==> config.mk <==
export PLATFORM = sky130hd
export DESIGN_NAME = tune_sweep_eng
export DESIGN_NICKNAME = d
export VERILOG_FILES = /design/src/rtl/tune_sweep_pkg.sv /design/src/rtl/tune_commit.sv /design/src/rtl/tune_streak.sv /design/src/rtl/tune_sweep_eng.sv
export SDC_FILE = /design/constraint.sdc
export NUM_CORES = 1
export LEC_CHECK = 0
export BUFFER_PORTS_ARGS = -buffer_cell sky130_fd_sc_hd__buf_4
export CAP_MARGIN = 25
export CORE_UTILIZATION = 50
export DETAILED_ROUTE_END_ITERATION = 8
export PLACE_DENSITY_LB_ADDON = 0.3
export SKIP_LAST_GASP = 1
export SLEW_MARGIN = 40
export SYNTH_ARGS = -nofsm -noshare
export SYNTH_HDL_FRONTEND = slang
export SYNTH_SLANG_ARGS = --single-unit
==> constraint.sdc <==
create_clock -name clk -period 2.99 [get_ports clk]
set_input_delay 0.598 -clock clk [delete_from_list [all_inputs] [get_ports clk]]
set_output_delay 0.598 -clock clk [all_outputs]
set_load 0.005 [all_outputs]
==> src/rtl/tune_sweep_pkg.sv <==
package tune_sweep_pkg;
   typedef enum logic [2:0] {
      SW_IDLE,
      SW_COMMIT,
      SW_TEST,
      SW_ADV,
      SW_FINAL
   } sweep_st_e;

   typedef enum logic [1:0] {
      CM_IDLE,
      CM_WAIT,
      CM_GAP
   } commit_st_e;
endpackage

==> src/rtl/tune_commit.sv <==
module tune_commit
   import tune_sweep_pkg::*;
#(
   parameter int TUNE_W  = 6,
   parameter int TO_W    = 8,
   parameter int COMMITS = 2
) (
   input  logic              clk,
   input  logic              rst_n,
   input  logic              go_i,
   input  logic [TUNE_W-1:0] val_i,
   input  logic [TO_W-1:0]   timeout_i,
   input  logic              clr_i,
   output logic [TUNE_W-1:0] tune_o,
   output logic              upd_o,
   output logic              ok_o,
   output logic              fail_o
);
   localparam int PW = (COMMITS > 1) ? $clog2(COMMITS) : 1;

   generate
      if (COMMITS < 1) begin : g_bad_commits
         $error("tune_commit: COMMITS must be at least 1");
      end
   endgenerate

   commit_st_e        st;
   logic [TO_W-1:0]   tcnt;
   logic [PW-1:0]     pcnt;

   always_ff @(posedge clk or negedge rst_n) begin
      if (!rst_n) begin
         st     <= CM_IDLE;
         tune_o <= '0;
         upd_o  <= 1'b0;
         tcnt   <= '0;
         pcnt   <= '0;
         ok_o   <= 1'b0;
         fail_o <= 1'b0;
      end else begin
         ok_o   <= 1'b0;
         fail_o <= 1'b0;
         case (st)
            CM_IDLE: begin
               if (go_i) begin
                  tune_o <= val_i;
                  upd_o  <= 1'b1;
                  tcnt   <= '0;
                  pcnt   <= '0;
                  st     <= CM_WAIT;
               end
            end
            CM_WAIT: begin
               if (clr_i) begin
                  upd_o <= 1'b0;
                  tcnt  <= '0;
                  if (pcnt == PW'(COMMITS - 1)) begin
                     ok_o <= 1'b1;
                     st   <= CM_IDLE;
                  end else begin
                     pcnt <= pcnt + 1'b1;
                     st   <= CM_GAP;
                  end
               end else if (tcnt == timeout_i - 1'b1) begin
                  upd_o  <= 1'b0;
                  fail_o <= 1'b1;
                  st     <= CM_IDLE;
               end else begin
                  tcnt <= tcnt + 1'b1;
               end
            end
            CM_GAP: begin
               upd_o <= 1'b1;
               st    <= CM_WAIT;
            end
            default: st <= CM_IDLE;
         endcase
      end
   end

   AST_UPD_DROPS_ON_CLR: assert property (@(posedge clk) disable iff (!rst_n)
      upd_o && clr_i |=> !upd_o);
   AST_WAIT_BOUNDED: assert property (@(posedge clk) disable iff (!rst_n)
      upd_o && (timeout_i != '0) |-> tcnt < timeout_i);
   AST_RESULT_EXCL: assert property (@(posedge clk) disable iff (!rst_n)
      ok_o |-> !fail_o && !upd_o);
endmodule

==> src/rtl/tune_streak.sv <==
module tune_streak #(
   parameter int TUNE_W = 6,
   parameter int CNT_W  = 6
) (
   input  logic              clk,
   input  logic              rst_n,
   input  logic              clear_i,
   input  logic              hit_i,
   input  logic              miss_i,
   input  logic [TUNE_W-1:0] idx_i,
   output logic [CNT_W-1:0]  best_o,
   output logic [TUNE_W-1:0] end_o
);
   logic [CNT_W-1:0] cur;
   logic [CNT_W-1:0] cur_inc;

   assign cur_inc = cur + 1'b1;

   always_ff @(posedge clk or negedge rst_n) begin
      if (!rst_n) begin
         cur    <= '0;
         best_o <= '0;
         end_o  <= '0;
      end else if (clear_i) begin
         cur    <= '0;
         best_o <= '0;
         end_o  <= '0;
      end else if (hit_i) begin
         cur <= cur_inc;
         if (cur_inc > best_o) begin
            best_o <= cur_inc;
            end_o  <= idx_i;
         end
      end else if (miss_i) begin
         cur <= '0;
      end
   end

   AST_BEST_NONDEC: assert property (@(posedge clk) disable iff (!rst_n)
      !clear_i |=> best_o >= $past(best_o));
   AST_CUR_WITHIN_BEST: assert property (@(posedge clk) disable iff (!rst_n)
      cur <= best_o);
   AST_TIE_KEEPS_END: assert property (@(posedge clk) disable iff (!rst_n)
      !clear_i && hit_i && (cur_inc <= best_o) |=> $stable(end_o));
endmodule

==> src/rtl/tune_sweep_eng.sv <==
module tune_sweep_eng
   import tune_sweep_pkg::*;
#(
   parameter int TUNE_W    = 6,
   parameter int NUM_STEPS = 40,
   parameter int TO_W      = 8,
   parameter int COMMITS   = 2
) (
   input  logic              clk,
   input  logic              rst_n,
   input  logic              start_i,
   input  logic [TO_W-1:0]   timeout_i,
   output logic [TUNE_W-1:0] phy_tune_o,
   output logic              phy_upd_o,
   input  logic              phy_clr_i,
   output logic              test_req_o,
   input  logic              test_ack_i,
   input  logic              test_pass_i,
   output logic              done_o,
   output logic              err_o,
   output logic [TUNE_W-1:0] final_o
);
   localparam int CNT_W = $clog2(NUM_STEPS + 1);
   localparam logic [TUNE_W-1:0] LAST = TUNE_W'(NUM_STEPS - 1);

   generate
      if (NUM_STEPS < 1 || NUM_STEPS > (1 << TUNE_W)) begin : g_bad_steps
         $error("tune_sweep_eng: NUM_STEPS must fit the tune code");
      end
   endgenerate

   sweep_st_e         st;
   logic [TUNE_W-1:0] idx;
   logic              cgo;
   logic [TUNE_W-1:0] cval;
   logic              c_ok, c_fail;
   logic              s_clear, s_hit, s_miss;
   logic [CNT_W-1:0]  s_best;
   logic [TUNE_W-1:0] s_end;
   logic [TUNE_W-1:0] centre;

   assign s_clear = (st == SW_IDLE) && start_i;
   assign s_hit   = (st == SW_TEST) && test_ack_i && test_pass_i;
   assign s_miss  = ((st == SW_COMMIT) && c_fail) ||
                    ((st == SW_TEST) && test_ack_i && !test_pass_i);
   assign centre  = s_end - TUNE_W'(s_best >> 1);

   tune_commit #(.TUNE_W(TUNE_W), .TO_W(TO_W), .COMMITS(COMMITS)) u_commit (
      .clk       (clk),
      .rst_n     (rst_n),
      .go_i      (cgo),
      .val_i     (cval),
      .timeout_i (timeout_i),
      .clr_i     (phy_clr_i),
      .tune_o    (phy_tune_o),
      .upd_o     (phy_upd_o),
      .ok_o      (c_ok),
      .fail_o    (c_fail)
   );

   tune_streak #(.TUNE_W(TUNE_W), .CNT_W(CNT_W)) u_streak (
      .clk     (clk),
      .rst_n   (rst_n),
      .clear_i (s_clear),
      .hit_i   (s_hit),
      .miss_i  (s_miss),
      .idx_i   (idx),
      .best_o  (s_best),
      .end_o   (s_end)
   );

   always_ff @(posedge clk or negedge rst_n) begin
      if (!rst_n) begin
         st         <= SW_IDLE;
         idx        <= '0;
         cgo        <= 1'b0;
         cval       <= '0;
         test_req_o <= 1'b0;
         done_o     <= 1'b0;
         err_o      <= 1'b0;
         final_o    <= '0;
      end else begin
         cgo    <= 1'b0;
         done_o <= 1'b0;
         case (st)
            SW_IDLE: begin
               if (start_i) begin
                  idx     <= '0;
                  err_o   <= 1'b0;
                  final_o <= '0;
                  cgo     <= 1'b1;
                  cval    <= '0;
                  st      <= SW_COMMIT;
               end
            end
            SW_COMMIT: begin
               if (c_fail) begin
                  st <= SW_ADV;
               end else if (c_ok) begin
                  test_req_o <= 1'b1;
                  st         <= SW_TEST;
               end
            end
            SW_TEST: begin
               if (test_ack_i) begin
                  test_req_o <= 1'b0;
                  st         <= SW_ADV;
               end
            end
            SW_ADV: begin
               if (idx == LAST) begin
                  if (s_best == '0) begin
                     err_o  <= 1'b1;
                     done_o <= 1'b1;
                     st     <= SW_IDLE;
                  end else begin
                     final_o <= centre;
                     cval    <= centre;
                     cgo     <= 1'b1;
                     st      <= SW_FINAL;
                  end
               end else begin
                  idx  <= idx + 1'b1;
                  cval <= idx + 1'b1;
                  cgo  <= 1'b1;
                  st   <= SW_COMMIT;
               end
            end
            SW_FINAL: begin
               if (c_ok || c_fail) begin
                  err_o  <= c_fail;
                  done_o <= 1'b1;
                  st     <= SW_IDLE;
               end
            end
            default: st <= SW_IDLE;
         endcase
      end
   end

   AST_TUNE_IN_RANGE: assert property (@(posedge clk) disable iff (!rst_n)
      phy_upd_o |-> phy_tune_o <= LAST);
   AST_NO_TEST_DURING_UPD: assert property (@(posedge clk) disable iff (!rst_n)
      test_req_o |-> !phy_upd_o);
   AST_REQ_HELD: assert property (@(posedge clk) disable iff (!rst_n)
      test_req_o && !test_ack_i |=> test_req_o);
   AST_DONE_PULSE: assert property (@(posedge clk) disable iff (!rst_n)
      done_o |=> !done_o);
   AST_ERR_HELD: assert property (@(posedge clk) disable iff (!rst_n)
      err_o && !start_i |=> err_o);
endmodule

### After elaboration in Yosys (flattened, before gate mapping)

Cells that the tools add are included.

* add/sub/neg operators: 6
* $mul: 0
* div/mod/pow operators: 0
* order comparisons: 1
* eq/ne operators: 23
* shift-type cells: 0
* mux-type cells: 65
* bitwise operators: 0
* reductions and logical operators: 31

Operators by type and width (number)
* two-way mux 6 bit: 14
* one-hot mux 6 bit (2 select lines): 3
* two-way mux 1 bit: 25
* two-way mux 8 bit: 3
* two-way mux 3 bit: 7
* != test 2 bit (second input constant): 10
* one-hot mux 8 bit (2 select lines): 1
* one-hot mux 3 bit (5 select lines): 1
* AND reduction 3 bit: 5
* adder 6 x 1 -> 6 bit (second input constant): 2
* AND reduction 4 bit: 3
* nonzero test 2 bit: 5
* nonzero test 3 bit: 3
* adder 8 x 1 -> 8 bit (second input constant): 1
* == test 8 bit: 1
* two-way mux 2 bit: 4
* one-hot mux 1 bit (2 select lines): 4
* subtractor 8 x 1 -> 8 bit (second input constant): 1
* == test 3 x 2 -> 1 bit (second input constant): 2
* == test 6 bit (second input constant): 1
* greater-than comparator 6 bit: 1
* logical NOT 6 bit: 1
* != test 3 bit (second input constant): 2
* one-hot mux 1 bit (3 select lines): 2
* other kinds (17): 24

* bits in registers: 63
* bits in latches: 0
* memory bits (writable): 0
* bits in read-only memories: 0
* bits of input ports: 14
* output and inout bits: 16
* word-level logic and storage cells: 144
* memories kept: 0

### Longest topological paths before layout

Gate-level depths: netlist of run 1.

* word-level depth: 7
* gate-level depth with buffers: 11
* gate-level depth less buffers: 10

### Cells and area by module

From an unflattened synthesis of run 1, not the netlist that was laid out.

* cells, all modules: 407
* area, all modules: 3826.2 sq um

By module, submodules not included
* tune_sweep_eng: times used 1, cells each 166, area each 1507.7 sq um
* tune_commit: times used 1, cells each 131, area each 1211.2 sq um
* tune_streak: times used 1, cells each 110, area each 1107.3 sq um

### Worst setup path after synthesis of run 1

Ideal clock, no wire load.

* kind: input to register
* from: input port timeout_i[0]
* to: register u_commit.tcnt[5]
* arrival time: 2.629 ns
* slack: 0.230 ns
* stages: 9
* buffers on the path: 0
* cells stage by stage: inv_1 ha_1 or3b_4 or4_4 a2111oi_4 o2111ai_4 nand4_1 xor2_1 nor2_1

* longest elaborated chain between the ends: 4

Ends and longest elaborated chain
* start: declaration: RTL line tune_sweep_eng.sv:12 `input logic [TO_W-1:0] timeout_i,`
* subtractor 8 x 1 -> 8 bit: RTL line tune_commit.sv:64 `end else if (tcnt == timeout_i - 1'b1) begin`
* == test 8 bit: RTL line tune_commit.sv:64
* != test 3 bit (no line)
* AND reduction 3 bit (no line)
* end signal: assignment: RTL line tune_commit.sv:69 `tcnt <= tcnt + 1'b1;`
* end: declaration: RTL line tune_commit.sv:28 `logic [TO_W-1:0] tcnt;`

No other way between the ends.
A chain may end at the register's enable or synchronous reset.

### Worst setup path in the final report of run 1

* from: input port timeout_i[0]
* to: register u_commit.tcnt[7]

Same word-level chain as after synthesis.

==> flow_summary.json, run 1 <==
{
  "slew_viol_final": 0,
  "fin_skew_ns": 0.00699,
  "final_nets": 421,
  "dp_cells": 457,
  "synth_common_cells": "dfrtp_1 (63), nand2_1 (39), nor2_1 (32), o21ai_0 (28), inv_1 (23)",
  "dieHeight_um": 84.9,
  "ys_warn_count": 0,
  "violations": "design-rule violations",
  "hold_path_class": "input pin to async pin",
  "rsz0062_at_grt": "false",
  "syn_area_per_cell_sq_um": 9.71,
  "worstMarginPinSlew_ns": 0.637,
  "cts_sinks": 63,
  "antenna_found_initial": 0,
  "core_sq_mm": 0.00649,
  "final.min_clock_period_ns": 2.69,
  "cp.required_ns": 3.21,
  "finalPower_mw": 2.33,
  "synthesis.instances": 354,
  "yosys.area.top_type": "dfrtp_1",
  "ant_nets": 0,
  "clk_latency_ns": 0.35,
  "drt-initial-drc-count": 151,
  "outcome": "finished with violations",
  "grt_pass1_wl_um": 12000,
  "ys_async_sr_fraction": 1.00,
  "setup-violations-final": 0,
  "cp-end-kind": "flip-flop",
  "ys_seq_area_frac": 0.459,
  "postCtsSetupRepairBufs": 0,
  "cp-start-kind": "input pin",
  "start_util": 0.529,
  "numCtsBuffers": 9,
  "drive_gt1_frac": 0.172,
  "diodes": 0,
  "n_fill_cell": 542,
  "ys_types": 52,
  "synth_most_common_cell": "dfrtp_1",
  "cts_buffer_depth": 2,
  "grtUsageTotal": 0.216,
  "power.density_mw_per_mm2": 590,
  "dieArea_sq_mm": 0.00721,
  "row_count": 29,
  "wire_per_inst_um": 15.2,
  "rr_worst_depth": 11,
  "cellLeakagePower_nw": 1.83,
  "vias_per_cell": 5.60,
  "place.gp.congestion": 0.841,
  "synth_top_area_share": 0.459,
  "cp.arrival_ns": 2.91,
  "area_delta_synth_final_pct": 14.7,
  "ir_drop_mv": 0.268,
  "grt-ovfl-total": 0,
  "holdBufCountCts": 0,
  "drc": 2,
  "ctsRootBufferMaster": "clkbuf_8",
  "fin_crit_sh": 0.899,
  "cts_tree": "done",
  "drv_cap": 0,
  "clk_pin_slew_ns": 0.07,
  "synth-edff-count": 0,
  "grt_pass1_vias": 2599,
  "post-dp-hpwl_um": 5310,
  "vias": 2651,
  "port_buffers": 29,
  "ios": 30,
  "h-tree-depth": 3,
  "slew_headroom": 0.573,
  "synth-main-ff-cell": "dfrtp_1",
  "layout.cells.non_filler": 473,
  "postLayoutCoreUtil": 0.607,
  "grt_start_max_net_pins": 64,
  "cts_resized": 0,
  "ys_ff_latch": 63,
  "die_w_um": 84.9,
  "hold_violations": 0,
  "ys_top_cells_by_area": "dfrtp_1 (46%), ha_1 (5.5%), nand2_1 (4.3%), o21ai_0 (4.1%), xor2_1 (3.8%)",
  "max_freq_mhz": 372,
  "path_class": "input pin to flip-flop",
  "first_pass_iters": 6,
  "wl_um": 7180,
  "syn_nets": 384,
  "critPathMaxFanout": 7,
  "syn-cell-area_sq_mm": 0.00344
}
-- sequential cells by signal, indices dropped and copies added (netlist names) --
signal,cells
u_commit.tcnt,8
u_commit.tune_o,6
cgo,1
u_streak.end_o,6
done_o,1
final_o,6
test_req_o,1
u_streak.cur,6
u_commit.st,2
u_streak.best_o,6
err_o,1
cval,6
u_commit.ok_o,1
u_commit.fail_o,1
idx,6
st,3
u_commit.upd_o,1
u_commit.pcnt,1
-- layer usage --
layer	up-vias	part of all wire	routed length (um)	track usage
li1	1322	-	-	-
met1	1259	0.46	3340	0.281
met2	56	0.48	3420	0.353
met3	14	0.038	273	0.0370
met4	0	0.021	150	0.106
met5	-	0	0	0
-- cell families after synthesis --
family / share of synthesized area
AND/OR/NAND/NOR: 0.177
buffers and inverters: 0.0360
flip-flops: 0.459
XOR/XNOR: 0.0717
multiplexers: 0.0375
AO/OA/AOI/OAI: 0.158
adder cells (fa/ha/maj): 0.0605
-- metrics by stage --
step / hold WS (ns) / area, sq um / worst slack, ns / setup TNS, ns
2_1_floorplan: 0.302 / 3440 / 0.230 / 0
6_report: 0.216 / 3940 / 0.303 / 0
4_1_cts: 0.354 / 3940 / 0.302 / 0
3_3_place_gp: 0.460 / 3750 / 0.0392 / 0
5_1_grt: 0.270 / 3940 / 0.162 / 0
3_5_place_dp: 0.468 / 3750 / -0.0640 / -0.159
-- area by class of cell --
type                       count  area [sq um]  area share
multi-input combinational    260          1740       0.442
inverter                      23          86.3      0.0219
tap                           77          96.3      0.0244
sequential                    63          1580       0.400
clock buffer                  10           138      0.0349
timing repair buffer          34           259      0.0657
clock inverter                 6          45.0      0.0114
-- critical path, cell delays in order --
cell	delay, ns
buf_4	0.13
inv_1	0.05
ha_1	0.17
or3b_4	0.39
or4_4	0.50
a2111oi_4	0.44
o2111ai_4	0.23
nand4_1	0.17
xor2_1	0.17
nor2_1	0.06
-- layout by cell type, fill, tap and decap left out, drive strengths merged, types with 5 or more instances in the layout --
master  synthesis  final
o21ai          32     32
o31ai           6      6
nor3            7      7
xnor2          10     10
clkbuf          6     10
xor2           15     15
buf             2     34
nand2          39     39
a21o            6      6
nor2b           6      6
nand3          15     15
mux2            7      7
mux2i           5      5
a21oi          15     15
dfrtp          63     63
ha             15     15
nand4           6      6
nor2           32     32
inv            23     24
-- report_power, final --
part	switching (mW)	internal [mW]	leakage [nW]
sequential	0.105	0.939	0.866
clock	0.364	0.325	0.0849
combinational	0.339	0.254	0.875
-- path summary, 6_finish.rpt --
kind | start | end | slack (ns)
max | timeout_i[0] | u_commit.tcnt[7] | 0.30
min | rst_n | cval[3] | 0.22
max reg2reg | u_streak.cur[0] | u_streak.end_o[2] | 0.49
min reg2reg | cval[4] | cval[4] | 0.48
max in group asynchronous | rst_n | u_streak.cur[0] | 2.38
min in group clk | phy_clr_i | u_commit.fail_o | 0.45
Note: power is estimated with default switching activity, not from simulation.
==> run 2: changes to the inputs <==
--- a/config.mk
+++ b/config.mk
@@ -15,3 +15,4 @@
 export SYNTH_ARGS = -nofsm -noshare
 export SYNTH_HDL_FRONTEND = slang
 export SYNTH_SLANG_ARGS = --single-unit
+export TNS_END_PERCENT = 10
==> constraint.sdc (replaced) <==
create_clock -name clk -period 3.2 [get_ports clk]
set_input_delay 0.64 -clock clk [delete_from_list [all_inputs] [get_ports clk]]
set_output_delay 0.64 -clock clk [all_outputs]
set_load 0.02 [all_outputs]
==> run 2 against run 1 <==
Against the previous run: the flow now finishes without violations; non-clock buffer count down 4; first-iteration DRC count shrank 16%; global-route usage is 0.077 points higher; worst setup slack improved by 0.21 ns; sequential power down 6%; routed wire length down 2.0%; clock skew rose by 0.0053 ns; final cell count shrank 0.85%; critical path type unchanged; largest cell class unchanged.
==> flow_summary.json, run 2 (same netlist as run 1, synthesis figures left out) <==
{
  "wl_met2_um": 3260,
  "wirelength_met1_um": 3370,
  "dieHeight_um": 84.9,
  "critPathMaxFanout": 7,
  "pre_cts_ws_ns": 0.152,
  "worstMarginPinSlew_ns": 0.683,
  "grt-ovfl-total": 0,
  "postCtsSetupRepairBufs": 0,
  "final.min_clock_period_ns": 2.69,
  "grt_pass1_vias": 2529,
  "max_freq_mhz": 372,
  "final_common_cell": "dfrtp_1",
  "r2r_slack_ns": 0.59,
  "worstPathCellList": "buf_4 -> inv_1 -> ha_1 -> or3b_4 -> or4_4 -> a2111oi_4 -> o2111ai_4 -> nand4_1 -> xor2_1 -> nor2_1",
  "wl_um": 7040,
  "port_buffers": 29,
  "hold_violations": 0,
  "cp_slowest_cell": "or4_4",
  "vias_per_cell": 5.54,
  "fin_crit_sh": 0.840,
  "ir_drop_mv": 0.311,
  "ios": 30,
  "drv_cap": 0,
  "cts_tree": "done",
  "hold_path_class": "input pin to async pin",
  "cts_resized": 0,
  "path_class": "input pin to flip-flop",
  "h-tree-depth": 3,
  "cp-end-kind": "flip-flop",
  "ant_nets": 0,
  "numCtsBuffers": 9,
  "clk_latency_ns": 0.35,
  "row_count": 29,
  "dpl-instance-area_sq_mm": 0.00372,
  "grt_pass1_wl_um": 11800,
  "final_nets": 417,
  "diodes": 0,
  "drive_gt1_frac": 0.161,
  "place.gp.congestion": 0.844,
  "start_util": 0.529,
  "top_layer_used": "met4",
  "slew_viol_final": 0,
  "final_cell_area_sq_mm": 0.00394,
  "layout.cells.non_filler": 469,
  "clk_pin_slew_ns": 0.07,
  "grt_start_max_net_pins": 64,
  "post-dp-hpwl_um": 5090,
  "drc": 0,
  "cp-start-kind": "input pin",
  "largest_register_ffs": 8,
  "wire_per_inst_um": 15.0,
  "rr_endpoint": "u_streak.best_o[1]",
  "cellLeakagePower_nw": 1.82,
  "setup-violations-final": 0,
  "power.density_mw_per_mm2": 585,
  "cts_sinks": 63,
  "final_cell_mix": "dfrtp_1 (63), nand2_1 (39), nor2_1 (32)",
  "outcome": "completed",
  "postLayoutCoreUtil": 0.607,
  "die_w_um": 84.9,
  "grtUsageTotal": 0.217,
  "antenna_found_initial": 0,
  "cp_slowest_stage_delay_ns": 0.50,
  "reg2reg_from": "u_streak.cur[0]",
  "cts_buffer_depth": 2,
  "core_sq_mm": 0.00649,
  "rsz0062_at_grt": "false",
  "ctsRootBufferMaster": "clkbuf_8",
  "drt-initial-drc-count": 127,
  "rr_worst_depth": 11,
  "first_pass_iters": 6,
  "area_delta_synth_final_pct": 14.7,
  "dp_cells": 453,
  "cp.arrival_ns": 2.91,
  "vias": 2598,
  "timing.final.ws_setup_ns": 0.511,
  "regMostFlops": "u_commit.tcnt",
  "crit_start": "timeout_i[0]",
  "fin_setup_tns_ns": 0,
  "cp.required_ns": 3.42,
  "wl_met3_um": 196,
  "holdBufCountCts": 0,
  "dieArea_sq_mm": 0.00721,
  "slew_headroom": 0.542,
  "fin_skew_ns": 0.0123
}
==> run 2: final cells by class <==
| class | instances | area [sq um] |
|---|---|---|
| multi-input combinational | 260 | 1740 |
| clock inverter | 6 | 85.1 |
| timing repair buffer | 30 | 229 |
| sequential | 63 | 1580 |
| fill | 558 | 2550 |
| inverter | 23 | 86.3 |
| tap | 77 | 96.3 |
| clock buffer | 10 | 128 |
==> run 2: worst max-delay path, delay by kind of cell <==
family	cells	cell delay, ns
buffers and inverters	2	0.17
AO/OA/AOI/OAI	2	0.64
XOR/XNOR	1	0.15
adder cells (fa/ha/maj)	1	0.17
AND/OR/NAND/NOR	4	1.12
==> run 2: metal layers <==
metal / up-vias / GRT usage
met5: - / 0
li1: 1313 / -
met2: 45 / 0.336
met1: 1221 / 0.290
met3: 19 / 0.0340
met4: 0 / 0.129
==> run 2: how the worst max path moves through the flow <==
stage	cells after the start	slack (ns)	to
global route	10	0.36	u_commit.tcnt[7]
floorplan	9	0.40	u_commit.tcnt[5]
CTS	10	0.52	u_commit.tcnt[7]
detailed placement	10	0.15	u_commit.tcnt[7]
global placement	10	0.19	u_commit.tcnt[5]
finish	10	0.51	u_commit.tcnt[7]
==> run 2: through the flow <==
step	hold WS, ns	power [mW]
global placement	0.460	1.54
detailed placement	0.467	1.56
finish	0.260	2.31
CTS	0.393	2.32
global route	0.299	2.44
floorplan	0.344	1.39
==> run 2: power by group <==
| group | total (mW) | switching (mW) | internal, mW |
|---|---|---|---|
| combinational | 0.578 | 0.344 | 0.235 |
| sequential | 0.980 | 0.102 | 0.878 |
| clock | 0.748 | 0.313 | 0.435 |
| total | 2.31 | 0.758 | 1.55 |
==> run 3: changes to the inputs <==
--- a/config.mk
+++ b/config.mk
@@ -5,6 +5,7 @@
 export SDC_FILE = /design/constraint.sdc
 export NUM_CORES = 1
 export LEC_CHECK = 0
+export ABC_AREA = 1
 export BUFFER_PORTS_ARGS = -buffer_cell sky130_fd_sc_hd__buf_4
 export CAP_MARGIN = 25
 export CORE_UTILIZATION = 50
==> constraint.sdc (replaced) <==
create_clock -name clk -period 2.6 [get_ports clk]
set_input_delay 0.52 -clock clk [delete_from_list [all_inputs] [get_ports clk]]
set_output_delay 0.52 -clock clk [all_outputs]
set_load 0.02 [all_outputs]
==> run 3 against run 2 <==
Against the previous run: flip-flop and latch count unchanged; critical endpoint is now u_streak.best_o[0]; sequential share of layout area decreased by 2.4 points; via count increased by 16%; clock-buffer cell count decreased by 1; worst hold slack got worse by 0.11 ns.
==> flow_summary.json, run 3 <==
{
  "antenna_found_initial": 0,
  "power_switching_share": 0.388,
  "vias": 3018,
  "timing.final.ws_setup_ns": 0.233,
  "power.density_mw_per_mm2": 822,
  "regMostFlops": "u_commit.tcnt",
  "worstMarginPinSlew_ns": 0.563,
  "syn_area_per_cell_sq_um": 8.04,
  "grt_pass1_vias": 2703,
  "hold_violations": 0,
  "final_cell_mix": "nand2_1 (99), inv_1 (68), dfrtp_1 (62)",
  "timing.hold.ws_ns": 0.152,
  "rr_worst_depth": 12,
  "critPathMaxFanout": 7,
  "p_switching_mw": 1.34,
  "grtUsageTotal": 0.212,
  "slew_headroom": 0.625,
  "numCtsBuffers": 9,
  "dieArea_sq_mm": 0.00753,
  "power_frac_seq": 0.372,
  "cp.arrival_ns": 2.63,
  "ys_types": 39,
  "finalPower_mw": 3.45,
  "outcome": "completed",
  "final_nets": 519,
  "hold_path_class": "input pin to async pin",
  "ys_warn_count": 0,
  "final_common_cell": "nand2_1",
  "max_freq_mhz": 422,
  "fin_crit_sh": 0.910,
  "wl_um": 7430,
  "grt_pass1_wl_um": 12100,
  "drv_cap": 0,
  "pwr-share-clk": 0.279,
  "cp-start-kind": "flip-flop",
  "cts_sinks": 63,
  "synth-main-ff-cell": "dfrtp_1",
  "start_util": 0.523,
  "slew_viol_final": 0,
  "setup-violations-final": 0,
  "synth_most_common_cell": "nand2_1",
  "area_delta_synth_final_pct": 16.9,
  "drt-initial-drc-count": 159,
  "dpl-instance-area_sq_mm": 0.00389,
  "ys_ff_latch": 63,
  "pwr-share-comb": 0.349,
  "pre_cts_ws_ns": 0.165,
  "synth_top_area_share": 0.439,
  "postLayoutCoreUtil": 0.611,
  "syn-cell-area_sq_mm": 0.00359,
  "final_cell_area_sq_mm": 0.00420,
  "drc": 0,
  "core_sq_mm": 0.00687,
  "row_count": 30,
  "grt_start_max_net_pins": 64,
  "ios": 30,
  "drive_gt1_frac": 0.192,
  "p_int_mw": 2.12,
  "final.min_clock_period_ns": 2.37,
  "die_w_um": 86.8,
  "diodes": 0,
  "clk_latency_ns": 0.34,
  "largest_register_ffs": 8,
  "synthesis.instances": 447,
  "syn_nets": 477,
  "place.gp.congestion": 0.867,
  "ys_top_cells_by_area": "dfrtp_1 (44%), nand2_1 (10%), inv_1 (7.1%), nand3_1 (5.4%), ha_1 (5.2%)",
  "cts_buffer_depth": 2,
  "first_pass_iters": 4,
  "post-dp-hpwl_um": 5420,
  "vias_per_cell": 5.12,
  "ant_nets": 0,
  "path_class": "flip-flop to flip-flop",
  "cp-end-kind": "flip-flop",
  "cellLeakagePower_nw": 2.05,
  "dieHeight_um": 86.8,
  "clk_pin_slew_ns": 0.07,
  "ys_async_sr_fraction": 1.00,
  "synth_common_cells": "nand2_1 (99), inv_1 (68), dfrtp_1 (63), nand3_1 (39), nor2_1 (31)",
  "h-tree-depth": 3,
  "ctsRootBufferMaster": "clkbuf_8",
  "ir_drop_mv": 0.552,
  "synth-edff-count": 0,
  "ys_seq_area_frac": 0.439,
  "cts_tree": "done",
  "grt-ovfl-total": 0,
  "port_buffers": 29,
  "yosys.area.top_type": "dfrtp_1",
  "wire_per_inst_um": 12.6,
  "cp.required_ns": 2.86,
  "fin_skew_ns": 0.00605
}
[run 3: cell types whose count changed in the layout (fill, tap and decap cells not counted), moves of 7 or more]
cell,before,now
nand2_1,39,99
mux2_2,7,0
nand3_1,15,37
nand2_2,0,8
xnor2_1,10,2
o22ai_1,2,15
inv_1,23,68
[run 3: power by group through the flow]
stage / combinational, mW / sequential [mW] / clock [mW]
global route: 1.38 / 1.31 / 1.03
global placement: 1.13 / 1.30 / 0
detailed placement: 1.17 / 1.30 / 0
floorplan: 0.882 / 1.33 / 0
finish: 1.20 / 1.29 / 0.963
CTS: 1.18 / 1.28 / 0.987
[run 3: cell type report]
class / count / area [sq um]
timing repair buffer: 36 / 275
sequential: 63 / 1580
multi-input combinational: 303 / 1720
tap: 96 / 120
fill: 616 / 2670
inverter: 76 / 285
clock buffer: 9 / 124
clock inverter: 7 / 103
[run 3: timing repair]
action	4_1_cts	5_1_grt
hold buffers	0	0
setup buffers	0	5
setup endpoints to repair	0	12
resized for setup	0	9
[run 3: kinds of logic (layout without fill, tap and decap cells)]
family	count (synthesis)	count (layout)	synth area share
flops	63	63	0.439
xor+xnor	13	13	0.0317
compound gates	74	74	0.121
simple gates	200	200	0.259
fa+ha+maj	16	16	0.0578
buf+inv	81	128	0.0920
[run 3: per-layer routing]
layer  global-route usage  vias to the layer above  routed length [um]
met3               0.0524                        9                 263
met2                0.337                       64                3540
met5                    0                        -                   0
li1                     -                     1536                   -
met1                0.285                     1409                3540
met4               0.0682                        0                  92
[run 3: final timing paths]
check                                     end  slack [ns]            start
max reg2reg                u_streak.best_o[0]        0.23  u_streak.cur[1]
max in group asynchronous     u_streak.cur[0]        2.05            rst_n
min reg2reg                    u_commit.st[1]        0.43    u_commit.pcnt
min                           u_streak.cur[2]        0.15            rst_n
max                        u_streak.best_o[0]        0.23  u_streak.cur[1]
min in group clk               u_commit.st[1]        0.43    u_commit.pcnt
[run 3: stage by stage]
stage | std cells | TNS, ns
floorplan | 447 | 0
global placement | 568 | 0
detailed placement | 568 | 0
CTS | 584 | 0
global route | 590 | -0.0391
finish | 590 | 0
[run 3: critical path, stage by stage (launching register included)]
cell and delay [ns]:
dfrtp_1 0.40, ha_2 0.23, nand3_2 0.11, xor2_2 0.21
inv_1 0.07, ha_1 0.27, nand2_1 0.07, nor2_2 0.10
o21ai_0 0.09, o211ai_1 0.11, nand4_2 0.26, buf_4 0.23
o22ai_1 0.15
